**src/rtl/pfx_pkg.sv**
```systemverilog
package pfx_pkg;
    localparam int INSTR_W = 16;
    localparam int OPC_W   = 4;
    localparam int PFX_W   = 12;
    localparam int OWN_W   = 8;
    localparam int NUM_OPC = 1 << OPC_W;

    typedef enum logic [1:0] {
        ST_IDLE  = 2'd0,
        ST_ACCUM = 2'd1,
        ST_SKIP  = 2'd2
    } pfx_state_e;
endpackage

```
**src/rtl/pfx_opdecode.sv**
```systemverilog
module pfx_opdecode
    import pfx_pkg::*;
#(
    parameter logic [OPC_W-1:0]   PFX_OPC  = 4'hF,
    parameter logic [NUM_OPC-1:0] IMM_MASK = 16'h00FF
) (
    input  logic [INSTR_W-1:0] word,
    output logic               is_pfx,
    output logic               uses_imm,
    output logic [PFX_W-1:0]   payload,
    output logic [OWN_W-1:0]   own_field
);
    logic [OPC_W-1:0]   opc;
    logic [NUM_OPC-1:0] imm_tab;

    // per-opcode table: the prefix opcode never counts as an immediate user
    for (genvar g = 0; g < NUM_OPC; g++) begin : g_tab
        assign imm_tab[g] = IMM_MASK[g] && (OPC_W'(g) != PFX_OPC);
    end

    assign opc       = word[INSTR_W-1 -: OPC_W];
    assign is_pfx    = (opc == PFX_OPC);
    assign uses_imm  = imm_tab[opc];
    assign payload   = word[PFX_W-1:0];
    assign own_field = word[OWN_W-1:0];
endmodule

```
**src/rtl/pfx_pending.sv**
```systemverilog
module pfx_pending
    import pfx_pkg::*;
#(
    parameter int DATA_W = 32
) (
    input  logic              clk,
    input  logic              rst_n,
    input  logic              clr,
    input  logic              load_first,
    input  logic              shift_in,
    input  logic [PFX_W-1:0]  payload,
    output logic [DATA_W-1:0] pending
);
    logic [DATA_W-1:0] pend_q;
    logic [DATA_W-1:0] first_val;
    logic [DATA_W-1:0] shift_val;

    // first prefix is held already sign-extended, so later stages never need a length count
    assign first_val = DATA_W'($signed(payload));

    if (DATA_W > PFX_W) begin : g_wide
        assign shift_val = (pend_q << PFX_W) | DATA_W'(payload);
    end else begin : g_narrow
        assign shift_val = DATA_W'(payload);
    end

    always_ff @(posedge clk or negedge rst_n) begin
        if (!rst_n) begin
            pend_q <= '0;
        end else if (clr) begin
            pend_q <= '0;
        end else if (load_first) begin
            pend_q <= first_val;
        end else if (shift_in) begin
            pend_q <= shift_val;
        end
    end

    assign pending = pend_q;
endmodule

```
**src/rtl/pfx_imm_build.sv**
```systemverilog
module pfx_imm_build
    import pfx_pkg::*;
#(
    parameter int DATA_W = 32
) (
    input  logic              has_pfx,
    input  logic              uses_imm,
    input  logic [DATA_W-1:0] pending,
    input  logic [OWN_W-1:0]  own_field,
    output logic [DATA_W-1:0] imm
);
    logic [DATA_W-1:0] merged;
    logic [DATA_W-1:0] plain;

    if (DATA_W > OWN_W) begin : g_wide
        assign merged = (pending << OWN_W) | DATA_W'(own_field);
    end else begin : g_narrow
        assign merged = DATA_W'(own_field);
    end

    assign plain = DATA_W'($signed(own_field));

    always_comb begin
        if (!uses_imm) begin
            imm = '0;
        end else if (has_pfx) begin
            imm = merged;
        end else begin
            imm = plain;
        end
    end
endmodule

```
**src/rtl/pfx_imm_decoder.sv**
```systemverilog
module pfx_imm_decoder
    import pfx_pkg::*;
#(
    parameter int                 DATA_W   = 32,
    parameter logic [OPC_W-1:0]   PFX_OPC  = 4'hF,
    parameter logic [NUM_OPC-1:0] IMM_MASK = 16'h00FF
) (
    input  logic               clk,
    input  logic               rst_n,
    input  logic               in_valid,
    input  logic [INSTR_W-1:0] in_word,
    input  logic               skip_req,
    output logic               out_valid,
    output logic               out_issue,
    output logic [INSTR_W-1:0] out_word,
    output logic [DATA_W-1:0]  out_imm,
    output logic               out_uses_imm
);
    pfx_state_e        state_q;
    pfx_state_e        state_d;
    logic              is_pfx;
    logic              uses_imm;
    logic [PFX_W-1:0]  payload;
    logic [OWN_W-1:0]  own_field;
    logic [DATA_W-1:0] pending;
    logic [DATA_W-1:0] imm_c;
    logic              has_pfx;
    logic              pend_clr;
    logic              pend_first;
    logic              pend_shift;
    logic              op_word;

    pfx_opdecode #(
        .PFX_OPC  (PFX_OPC),
        .IMM_MASK (IMM_MASK)
    ) u_dec (
        .word      (in_word),
        .is_pfx    (is_pfx),
        .uses_imm  (uses_imm),
        .payload   (payload),
        .own_field (own_field)
    );

    pfx_pending #(
        .DATA_W (DATA_W)
    ) u_pend (
        .clk        (clk),
        .rst_n      (rst_n),
        .clr        (pend_clr),
        .load_first (pend_first),
        .shift_in   (pend_shift),
        .payload    (payload),
        .pending    (pending)
    );

    pfx_imm_build #(
        .DATA_W (DATA_W)
    ) u_build (
        .has_pfx   (has_pfx),
        .uses_imm  (uses_imm),
        .pending   (pending),
        .own_field (own_field),
        .imm       (imm_c)
    );

    assign has_pfx = (state_q == ST_ACCUM);
    assign op_word = in_valid && !is_pfx;

    // state register
    always_ff @(posedge clk or negedge rst_n) begin
        if (!rst_n) begin
            state_q <= ST_IDLE;
        end else begin
            state_q <= state_d;
        end
    end

    // next state and pending-register control
    always_comb begin
        state_d    = state_q;
        pend_clr   = 1'b0;
        pend_first = 1'b0;
        pend_shift = 1'b0;
        unique case (state_q)
            ST_IDLE: begin
                if (skip_req) begin
                    state_d  = ST_SKIP;
                    pend_clr = 1'b1;
                end else if (in_valid && is_pfx) begin
                    state_d    = ST_ACCUM;
                    pend_first = 1'b1;
                end
            end
            ST_ACCUM: begin
                if (skip_req) begin
                    state_d  = ST_SKIP;
                    pend_clr = 1'b1;
                end else if (in_valid && is_pfx) begin
                    pend_shift = 1'b1;
                end else if (op_word) begin
                    state_d  = ST_IDLE;
                    pend_clr = 1'b1;
                end
            end
            ST_SKIP: begin
                if (op_word) begin
                    state_d = ST_IDLE;
                end
            end
            default: begin
                state_d  = ST_IDLE;
                pend_clr = 1'b1;
            end
        endcase
    end

    // registered outputs
    always_ff @(posedge clk or negedge rst_n) begin
        if (!rst_n) begin
            out_valid    <= 1'b0;
            out_issue    <= 1'b0;
            out_word     <= '0;
            out_imm      <= '0;
            out_uses_imm <= 1'b0;
        end else begin
            out_valid <= op_word;
            out_issue <= op_word && (state_q != ST_SKIP);
            if (op_word) begin
                out_word     <= in_word;
                out_imm      <= imm_c;
                out_uses_imm <= uses_imm;
            end
        end
    end
endmodule

```
**config.mk**
```make
export PLATFORM = sky130hd
export DESIGN_NAME = pfx_imm_decoder
export DESIGN_NICKNAME = d
export VERILOG_FILES = /design/src/rtl/pfx_pkg.sv /design/src/rtl/pfx_opdecode.sv /design/src/rtl/pfx_pending.sv /design/src/rtl/pfx_imm_build.sv /design/src/rtl/pfx_imm_decoder.sv
export SDC_FILE = /design/constraint.sdc
export NUM_CORES = 1
export LEC_CHECK = 0
export ABC_CLOCK_PERIOD_IN_PS = 5100
export CORE_MARGIN = 5
export CORE_UTILIZATION = 55
export DETAILED_ROUTE_END_ITERATION = 8
export PLACE_DENSITY = 0.88
export SYNTH_ARGS = -nofsm -noshare
export SYNTH_HDL_FRONTEND = slang
export SYNTH_HIERARCHICAL = 1
export SYNTH_SLANG_ARGS = --single-unit
```
**constraint.sdc**
```tcl
create_clock -name clk -period 5.1 [get_ports clk]
set_clock_uncertainty 0.2 [all_clocks]
set_input_delay 1.02 -clock clk [delete_from_list [all_inputs] [get_ports clk]]
set_output_delay 1.02 -clock clk [all_outputs]
set_load 0.02 [all_outputs]
```
==> impl_metrics.env, run 1 <==
export IMPL_outcome="completed"
export IMPL_grt_use_total=0.179
export IMPL_place_gp_congestion=0.833
export IMPL_cp_end_kind="flip-flop"
export IMPL_cpMaxStageDelayCell="nor2b_1"
export IMPL_antenna_found_initial=0
export IMPL_core_area_sq_um=7180
export IMPL_layout_nets=366
export IMPL_ir_drop_mv=0.168
export IMPL_die_area_sq_um=9140
export IMPL_ctsResizeCount=0
export IMPL_dieWidth_microns=95.6
export IMPL_required_ns=5.08
export IMPL_n_antenna_cell=0
export IMPL_syn_inst=309
export IMPL_relSlewSlack=0.374
export IMPL_drv_slew=0
export IMPL_hp_class="flip-flop to flip-flop"
export IMPL_seq_power_share=0.499
export IMPL_grt_max_degree=78
export IMPL_port_buffers=70
export IMPL_drv_cap=0
export IMPL_postCtsSetupBuffers=0
export IMPL_ant_nets=0
export IMPL_grt_pass1_wl_microns=12600
export IMPL_syn_area_sq_um=4030
export IMPL_start_util=0.562
export IMPL_r2r_start="state_q[0]"
export IMPL_cts_clk_slew_worst_paths_ns=0.07
export IMPL_h_tree_depth=3
export IMPL_finalSetupViolCount=0
export IMPL_wire_per_inst_microns=17.2
export IMPL_setup_worst_path_start="in_word[12]"
export IMPL_p_clk_frac=0.287
export IMPL_grt_pass1_vias=2473
export IMPL_cts_sinks=77
export IMPL_cp_max_fo=26
export IMPL_worst_endpoint_arrival_ns=3.15
export IMPL_vias=2428
export IMPL_cts_tree="built"
export IMPL_die_h_microns=95.6
export IMPL_dr_pass1_iters=4
export IMPL_final_cell_mix="dfrtp_1 (77), clkdlybuf4s50_1 (69), mux2_4 (46), nand2_1 (25), a21boi_2 (20)"
export IMPL_pin_count=71
export IMPL_hpwlAfterDp_microns=4960
export IMPL_clk_latency_ns=0.34
export IMPL_rows=31
export IMPL_synth_warnings=6
export IMPL_p_total_mw=1.38
export IMPL_post_route_period_util=0.622
export IMPL_rsz0062_at_grt="no"
export IMPL_routed_wl_microns=7710
export IMPL_period_needed_ns=3.17
export IMPL_tns_ns=0
export IMPL_ctsHoldBuffers=0
export IMPL_route_detailed_drc=0
export IMPL_drive_above_1_share=0.271
export IMPL_endpoint="u_pend/pending[19]"
export IMPL_rr_worst_depth=4
export IMPL_syn2layout_area_growth_pct=15.0
export IMPL_p_sw_frac=0.271
export IMPL_p_leak_nw=1.98
export IMPL_grt_ovfl_total=0
export IMPL_p_comb_frac=0.214
export IMPL_cts_root_buf="clkbuf_8"
export IMPL_power_density_nw_per_um2=297
export IMPL_path_cells="clkdlybuf4s50_1 > and4_1 > nand2_1 > nor4_2 > buf_4 > nor2b_1 > a211oi_1"
export IMPL_cts_buffers=9
export IMPL_internal_power_mw=1.00
export IMPL_via_per_inst=5.41
export IMPL_tightest_slew_ns=0.939
export IMPL_path_class="input port to flip-flop"
export IMPL_synthesis_nets=329
export IMPL_r2r_end="u_pend/pending[19]"
export IMPL_clk_path_buf_depth=2
export IMPL_r2r_slack_ns=2.92
export IMPL_drt_iter0_drc=144
export IMPL_crit_path_start_kind="input port"
export IMPL_p_sw_uw=373
export IMPL_slowest_delay_ns=0.68
export IMPL_fmax_ghz=0.315
export IMPL_final_common_cell="dfrtp_1"
export IMPL_synth_area_per_cell_sq_um=13.0
export IMPL_hold_viol_final=0
[power groups by stage]
stage | Clock [mW] | Sequential, mW | Combinational [mW]
CTS | 0.403 | 0.689 | 0.298
global route | 0.428 | 0.694 | 0.313
global placement | 0 | 0.699 | 0.291
finish | 0.396 | 0.688 | 0.294
detailed placement | 0 | 0.699 | 0.298
floorplan | 0 | 0.747 | 0.137
[registers in the layout, summed over array words and instances (netlist names)]
register and cells:
out_imm 32, out_issue 1, out_uses_imm 1, out_valid 1, out_word 16, state_q 2
u_pend/pending 24
[stage by stage]
stage / setup slack (ns) / instances / area [sq um] / hold WS [ns] / util
floorplan: 2.35 / 309 / 4030 / 0.307 / -
global placement: 1.73 / 434 / 4480 / 0.295 / 0.624
detailed placement: 1.62 / 434 / 4480 / 0.291 / 0.624
CTS: 1.98 / 449 / 4630 / 0.316 / 0.646
global route: 1.75 / 449 / 4630 / 0.323 / 0.646
finish: 1.93 / 449 / 4630 / 0.311 / 0.646
[final cells by class]
type                    count  area, sq um
fillers                   538         2540
flip-flops and latches     77         1930
multi-input cells         180         1680
repair buffers             74          728
clock buffers              13          149
well taps                  99          124
inverters                   4         15.0
clock inverters             2         10.0
[worst max-delay path, delay by kind of cell]
family	cells	cell delay [ns]
buffers and inverters	2	0.75
AO/OA/AOI/OAI	1	0.15
AND/OR/NAND/NOR	4	1.21
[worst min path at each step]
stage | startpoint | end | slack, ns | depth (start not counted)
after floorplan | state_q[1] | state_q[0] | 0.31 | 1
after global placement | out_imm[26] | out_imm[26] | 0.29 | 1
after detailed placement | out_word[5] | out_word[5] | 0.29 | 1
after CTS | out_imm[12] | out_imm[12] | 0.32 | 1
after global routing | out_word[1] | out_word[1] | 0.32 | 1
final | out_imm[18] | out_imm[18] | 0.31 | 1
[routing by layer]
layer | global-route usage | up-vias | wire [microns] | part of all wire
li1 | - | 1127 | - | -
met1 | 0.248 | 1217 | 3480 | 0.45
met2 | 0.267 | 76 | 3770 | 0.49
met3 | 0.0426 | 8 | 369 | 0.048
met4 | 0.0829 | 0 | 85 | 0.011
met5 | 0 | - | 0 | 0
Power figures use the tool's default switching activity.
==> run 2, diff against run 1 <==
--- a/config.mk
+++ b/config.mk
@@ -5,11 +5,11 @@
 export SDC_FILE = /design/constraint.sdc
 export NUM_CORES = 1
 export LEC_CHECK = 0
-export ABC_CLOCK_PERIOD_IN_PS = 5100
+export ABC_CLOCK_PERIOD_IN_PS = 3260
 export CORE_MARGIN = 5
-export CORE_UTILIZATION = 55
+export CORE_UTILIZATION = 54
 export DETAILED_ROUTE_END_ITERATION = 8
-export PLACE_DENSITY = 0.88
+export PLACE_DENSITY = 0.87
 export SYNTH_ARGS = -nofsm -noshare
 export SYNTH_HDL_FRONTEND = slang
 export SYNTH_HIERARCHICAL = 1
==> constraint.sdc (replaced) <==
create_clock -name clk -period 3.26 [get_ports clk]
set_clock_uncertainty 0.2 [all_clocks]
set_input_delay 0.652 -clock clk [delete_from_list [all_inputs] [get_ports clk]]
set_output_delay 0.652 -clock clk [all_outputs]
set_load 0.02 [all_outputs]
==> impl_metrics.env, run 2 (synthesized netlist as in run 1, its figures left out) <==
export IMPL_routed_wl_microns=7790
export IMPL_fin_util=0.650
export IMPL_h_tree_depth=3
export IMPL_period_needed_ns=2.47
export IMPL_clk_latency_ns=0.35
export IMPL_p_sw_frac=0.266
export IMPL_via_per_inst=5.43
export IMPL_tightest_slew_ns=0.938
export IMPL_grt_ovfl_total=0
export IMPL_final_area_sq_um=4710
export IMPL_drv_slew=0
export IMPL_tns_ns=0
export IMPL_core_area_sq_um=7250
export IMPL_final_common_cell="dfrtp_1"
export IMPL_cts_sinks=77
export IMPL_endpoint="u_pend/pending[13]"
export IMPL_syn2layout_area_growth_pct=16.9
export IMPL_post_route_period_util=0.757
export IMPL_largest_register="out_imm"
export IMPL_p_total_mw=2.28
export IMPL_die_area_sq_um=9290
export IMPL_power_density_nw_per_um2=484
export IMPL_grt_use_total=0.177
export IMPL_port_buffers=70
export IMPL_relSlewSlack=0.375
export IMPL_cts_clk_slew_worst_paths_ns=0.08
export IMPL_ant_nets=0
export IMPL_cpMaxStageDelayCell="clkdlybuf4s50_1"
export IMPL_cp_top_family="buffers and inverters"
export IMPL_r2r_start="state_q[0]"
export IMPL_hold_viol_final=0
export IMPL_rsz0062_at_grt="no"
export IMPL_post_dp_cell_area_sq_um=4500
export IMPL_grt_pass1_vias=2512
export IMPL_layout_nets=368
export IMPL_rows=31
export IMPL_r2r_slack_ns=1.18
export IMPL_dr_pass1_iters=4
export IMPL_p_comb_frac=0.203
export IMPL_cts_tree="built"
export IMPL_drv_cap=0
export IMPL_required_ns=3.30
export IMPL_crit_path_start_kind="input port"
export IMPL_worst_endpoint_arrival_ns=2.50
export IMPL_p_leak_nw=2.01
export IMPL_hpwlAfterDp_microns=5310
export IMPL_cp_end_kind="flip-flop"
export IMPL_final_cell_mix="dfrtp_1 (77), clkdlybuf4s50_1 (69), mux2_4 (46), nand2_1 (25), a21boi_2 (20)"
export IMPL_dieWidth_microns=96.4
export IMPL_slowest_delay_ns=0.48
export IMPL_path_cells="clkdlybuf4s50_1 > and4_1 > nand2_1 > nor4_2 > inv_1 > a211oi_1"
export IMPL_drive_above_1_share=0.286
export IMPL_clk_path_buf_depth=2
export IMPL_grt_pass1_wl_microns=12500
export IMPL_crit_buf_inv=2
export IMPL_die_h_microns=96.4
export IMPL_hold_ws_ns=0.240
export IMPL_setup_worst_path_start="in_word[12]"
export IMPL_nFillCells=555
export IMPL_place_gp_congestion=0.824
export IMPL_path_class="input port to flip-flop"
export IMPL_outcome="completed"
export IMPL_wire_per_inst_microns=17.2
export IMPL_setup_ws_ns=0.793
export IMPL_postCtsSetupBuffers=0
export IMPL_cts_root_buf="clkbuf_8"
export IMPL_rr_worst_depth=6
export IMPL_start_util=0.556
export IMPL_ctsHoldBuffers=0
export IMPL_vias=2454
export IMPL_ctsResizeCount=0
export IMPL_dp_cells=436
export IMPL_fmax_ghz=0.405
export IMPL_pin_count=71
export IMPL_cp_max_fo=12
export IMPL_drt_iter0_drc=223
export IMPL_finalSetupViolCount=0
export IMPL_dp_slack_ns=0.454
export IMPL_route_detailed_drc=0
export IMPL_hp_class="input port to asynchronous set/reset pin"
export IMPL_ir_drop_mv=0.258
export IMPL_r2r_end="out_imm[25]"
export IMPL_largest_register_ffs=32
export IMPL_seq_power_share=0.472
export IMPL_n_antenna_cell=0
export IMPL_cts_buffers=9
export IMPL_p_clk_frac=0.326
export IMPL_grt_max_degree=78
export IMPL_internal_power_mw=1.67
export IMPL_antenna_found_initial=0
export IMPL_finalNonFillerCells=452
export IMPL_path_depth=6
export IMPL_p_sw_uw=607
[run 2: final cells by class]
type / count / area, sq um / area share
clock buffers: 11 / 151 / 0.0321
flip-flops and latches: 77 / 1930 / 0.409
repair buffers: 76 / 756 / 0.160
multi-input cells: 180 / 1680 / 0.357
inverters: 4 / 15.0 / 0.00319
well taps: 99 / 124 / 0.0263
clock inverters: 5 / 58.8 / 0.0125
[run 2: how the worst min path moves through the flow]
stage | from | endpoint | slack (ns) | cells past startpoint
after global placement | out_word[5] | out_word[5] | 0.29 | 1
after detailed placement | out_word[6] | out_word[6] | 0.29 | 1
after floorplan | rst_n | out_imm[0] | 0.16 | 0
after global routing | rst_n | out_imm[23] | 0.33 | 1
after CTS | rst_n | out_valid | 0.27 | 1
final | rst_n | out_valid | 0.24 | 1
[run 2: power by group through the flow]
| stage | sequential, mW | clock (mW) | combinational, mW |
|---|---|---|---|
| 3_5_place_dp | 1.09 | 0 | 0.468 |
| 3_3_place_gp | 1.09 | 0 | 0.457 |
| 2_1_floorplan | 1.17 | 0 | 0.215 |
| 6_report | 1.08 | 0.743 | 0.462 |
| 4_1_cts | 1.08 | 0.759 | 0.469 |
| 5_1_grt | 1.09 | 0.797 | 0.490 |
[run 2: per-layer routing]
metal | track usage | wire (microns) | up-vias
met3 | 0.0473 | 432 | 18
met5 | 0 | 0 | -
met2 | 0.273 | 3710 | 76
met1 | 0.235 | 3440 | 1234
met4 | 0.0794 | 206 | 0
li1 | - | - | 1126
==> run 3, diff against run 2 <==
--- a/config.mk
+++ b/config.mk
@@ -5,7 +5,7 @@
 export SDC_FILE = /design/constraint.sdc
 export NUM_CORES = 1
 export LEC_CHECK = 0
-export ABC_CLOCK_PERIOD_IN_PS = 3260
+export ABC_CLOCK_PERIOD_IN_PS = 2600
 export CORE_MARGIN = 5
 export CORE_UTILIZATION = 54
 export DETAILED_ROUTE_END_ITERATION = 8
==> constraint.sdc (replaced) <==
create_clock -name clk -period 2.6 [get_ports clk]
set_clock_uncertainty 0.2 [all_clocks]
set_input_delay 0.52 -clock clk [delete_from_list [all_inputs] [get_ports clk]]
set_output_delay 0.52 -clock clk [all_outputs]
set_load 0.02 [all_outputs]
==> impl_metrics.env, run 3 (synthesized netlist as in run 1, its figures left out) <==
export IMPL_outcome="completed"
export IMPL_route_detailed_drc=0
export IMPL_start_util=0.556
export IMPL_postCtsSetupBuffers=0
export IMPL_grt_pass1_wl_microns=13100
export IMPL_h_tree_depth=3
export IMPL_p_total_mw=2.84
export IMPL_finalSetupViolCount=0
export IMPL_relSlewSlack=0.370
export IMPL_die_h_microns=96.4
export IMPL_dr_pass1_iters=4
export IMPL_slowest_delay_ns=0.50
export IMPL_cts_root_buf="clkbuf_8"
export IMPL_die_area_sq_um=9290
export IMPL_final_cell_mix="dfrtp_1 (77), clkdlybuf4s50_1 (69), mux2_4 (46), nand2_1 (25), a21boi_2 (20)"
export IMPL_port_buffers=70
export IMPL_hpwlAfterDp_microns=5430
export IMPL_post_route_period_util=0.873
export IMPL_drt_iter0_drc=202
export IMPL_clk_path_buf_depth=2
export IMPL_pin_count=71
export IMPL_worst_endpoint_arrival_ns=2.32
export IMPL_grt_max_degree=78
export IMPL_tightest_slew_ns=0.945
export IMPL_routed_wl_microns=7920
export IMPL_setup_ws_ns=0.331
export IMPL_required_ns=2.65
export IMPL_via_per_inst=5.41
export IMPL_cpMaxStageDelayCell="clkdlybuf4s50_1"
export IMPL_ctsHoldBuffers=0
export IMPL_antenna_found_initial=0
export IMPL_rsz0062_at_grt="no"
export IMPL_hold_viol_final=0
export IMPL_p_leak_nw=2.04
export IMPL_vias=2458
export IMPL_fin_util=0.657
export IMPL_cts_sinks=77
export IMPL_largest_register_ffs=32
export IMPL_power_density_nw_per_um2=595
export IMPL_fmax_ghz=0.441
export IMPL_clk_latency_ns=0.35
export IMPL_period_needed_ns=2.27
export IMPL_wire_per_inst_microns=17.4
export IMPL_ctsResizeCount=0
export IMPL_cp_top_family="buffers and inverters"
export IMPL_path_class="input port to flip-flop"
export IMPL_drv_cap=0
export IMPL_cts_clk_slew_worst_paths_ns=0.08
export IMPL_rows=31
export IMPL_cp_max_fo=25
export IMPL_path_cells="clkdlybuf4s50_1 > and4_1 > nand2_1 > nor4_2 > buf_4 > inv_1 > a211oi_1"
export IMPL_ir_drop_mv=0.300
export IMPL_ant_nets=0
export IMPL_drv_slew=0
export IMPL_grt_use_total=0.185
export IMPL_cts_buffers=9
export IMPL_tns_ns=0
export IMPL_dieWidth_microns=96.4
export IMPL_core_area_sq_um=7250
export IMPL_setup_worst_path_start="in_word[15]"
export IMPL_hold_ws_ns=0.0920
export IMPL_drive_above_1_share=0.287
export IMPL_grt_ovfl_total=0
export IMPL_cp_end_kind="flip-flop"
export IMPL_hp_class="input port to asynchronous set/reset pin"
export IMPL_final_common_cell="dfrtp_1"
export IMPL_largest_register="out_imm"
export IMPL_layout_nets=371
export IMPL_grt_pass1_vias=2553
export IMPL_syn2layout_area_growth_pct=18.2
export IMPL_dp_slack_ns=-0.0392
export IMPL_n_antenna_cell=0
export IMPL_r2r_start="state_q[0]"
export IMPL_cts_tree="built"
export IMPL_crit_path_start_kind="input port"
export IMPL_crit_buf_inv=3
export IMPL_place_gp_congestion=0.839
run 3: cell count changes in the layout (fill, tap and decap cells not counted), sizes merged:
cell      delta
buf          +3
clkinv       +1
clkinvlp     -2
run 3: metrics by stage:
step / std cells / area, sq um
after floorplan: 309 / 4030
after CTS: 454 / 4770
after detailed placement: 439 / 4580
after global routing: 454 / 4770
after global placement: 439 / 4580
final: 454 / 4770
run 3: layer usage:
| layer | track usage | vias up | share of wire |
|---|---|---|---|
| met5 | 0 | - | 0 |
| met4 | 0.0561 | 0 | 0.015 |
| met3 | 0.0519 | 12 | 0.059 |
| met2 | 0.285 | 82 | 0.49 |
| met1 | 0.255 | 1231 | 0.43 |
| li1 | - | 1133 | - |
run 3: path summary, 6_finish.rpt:
kind / end / slack, ns / cells past startpoint
min in group clk: out_imm[31] / 0.32 / 1
hold / removal: out_valid / 0.09 / 1
setup reg to reg: u_pend/pending[14] / 0.67 / 5
setup / recovery: u_pend/pending[14] / 0.33 / 7
hold reg to reg: out_imm[31] / 0.32 / 1
max in group asynchronous: out_word[11] / 1.47 / 1
run 3: where the power goes:
part	internal (mW)	total, mW	switching (mW)
clock network	0.463	0.890	0.427
registers	1.29	1.35	0.0612
logic	0.329	0.596	0.267
run 3: area by class of cell:
cell class / instances / area [sq um]
clock inverter: 4 / 48.8
fill: 542 / 2490
clock buffer: 11 / 141
inverter: 4 / 15.0
tap: 99 / 124
timing repair buffer: 79 / 828
sequential: 77 / 1930
multi-input combinational: 180 / 1680
run 3: worst reg2reg max path, delay by kind of cell, from the launching register on:
family / cells / cell delay (ns)
AOI/OAI and AO/OA: 1 / 0.11
buffers and inverters: 2 / 0.36
DFF: 1 / 0.45
muxes: 1 / 0.28
and+or+nand+nor: 1 / 0.41
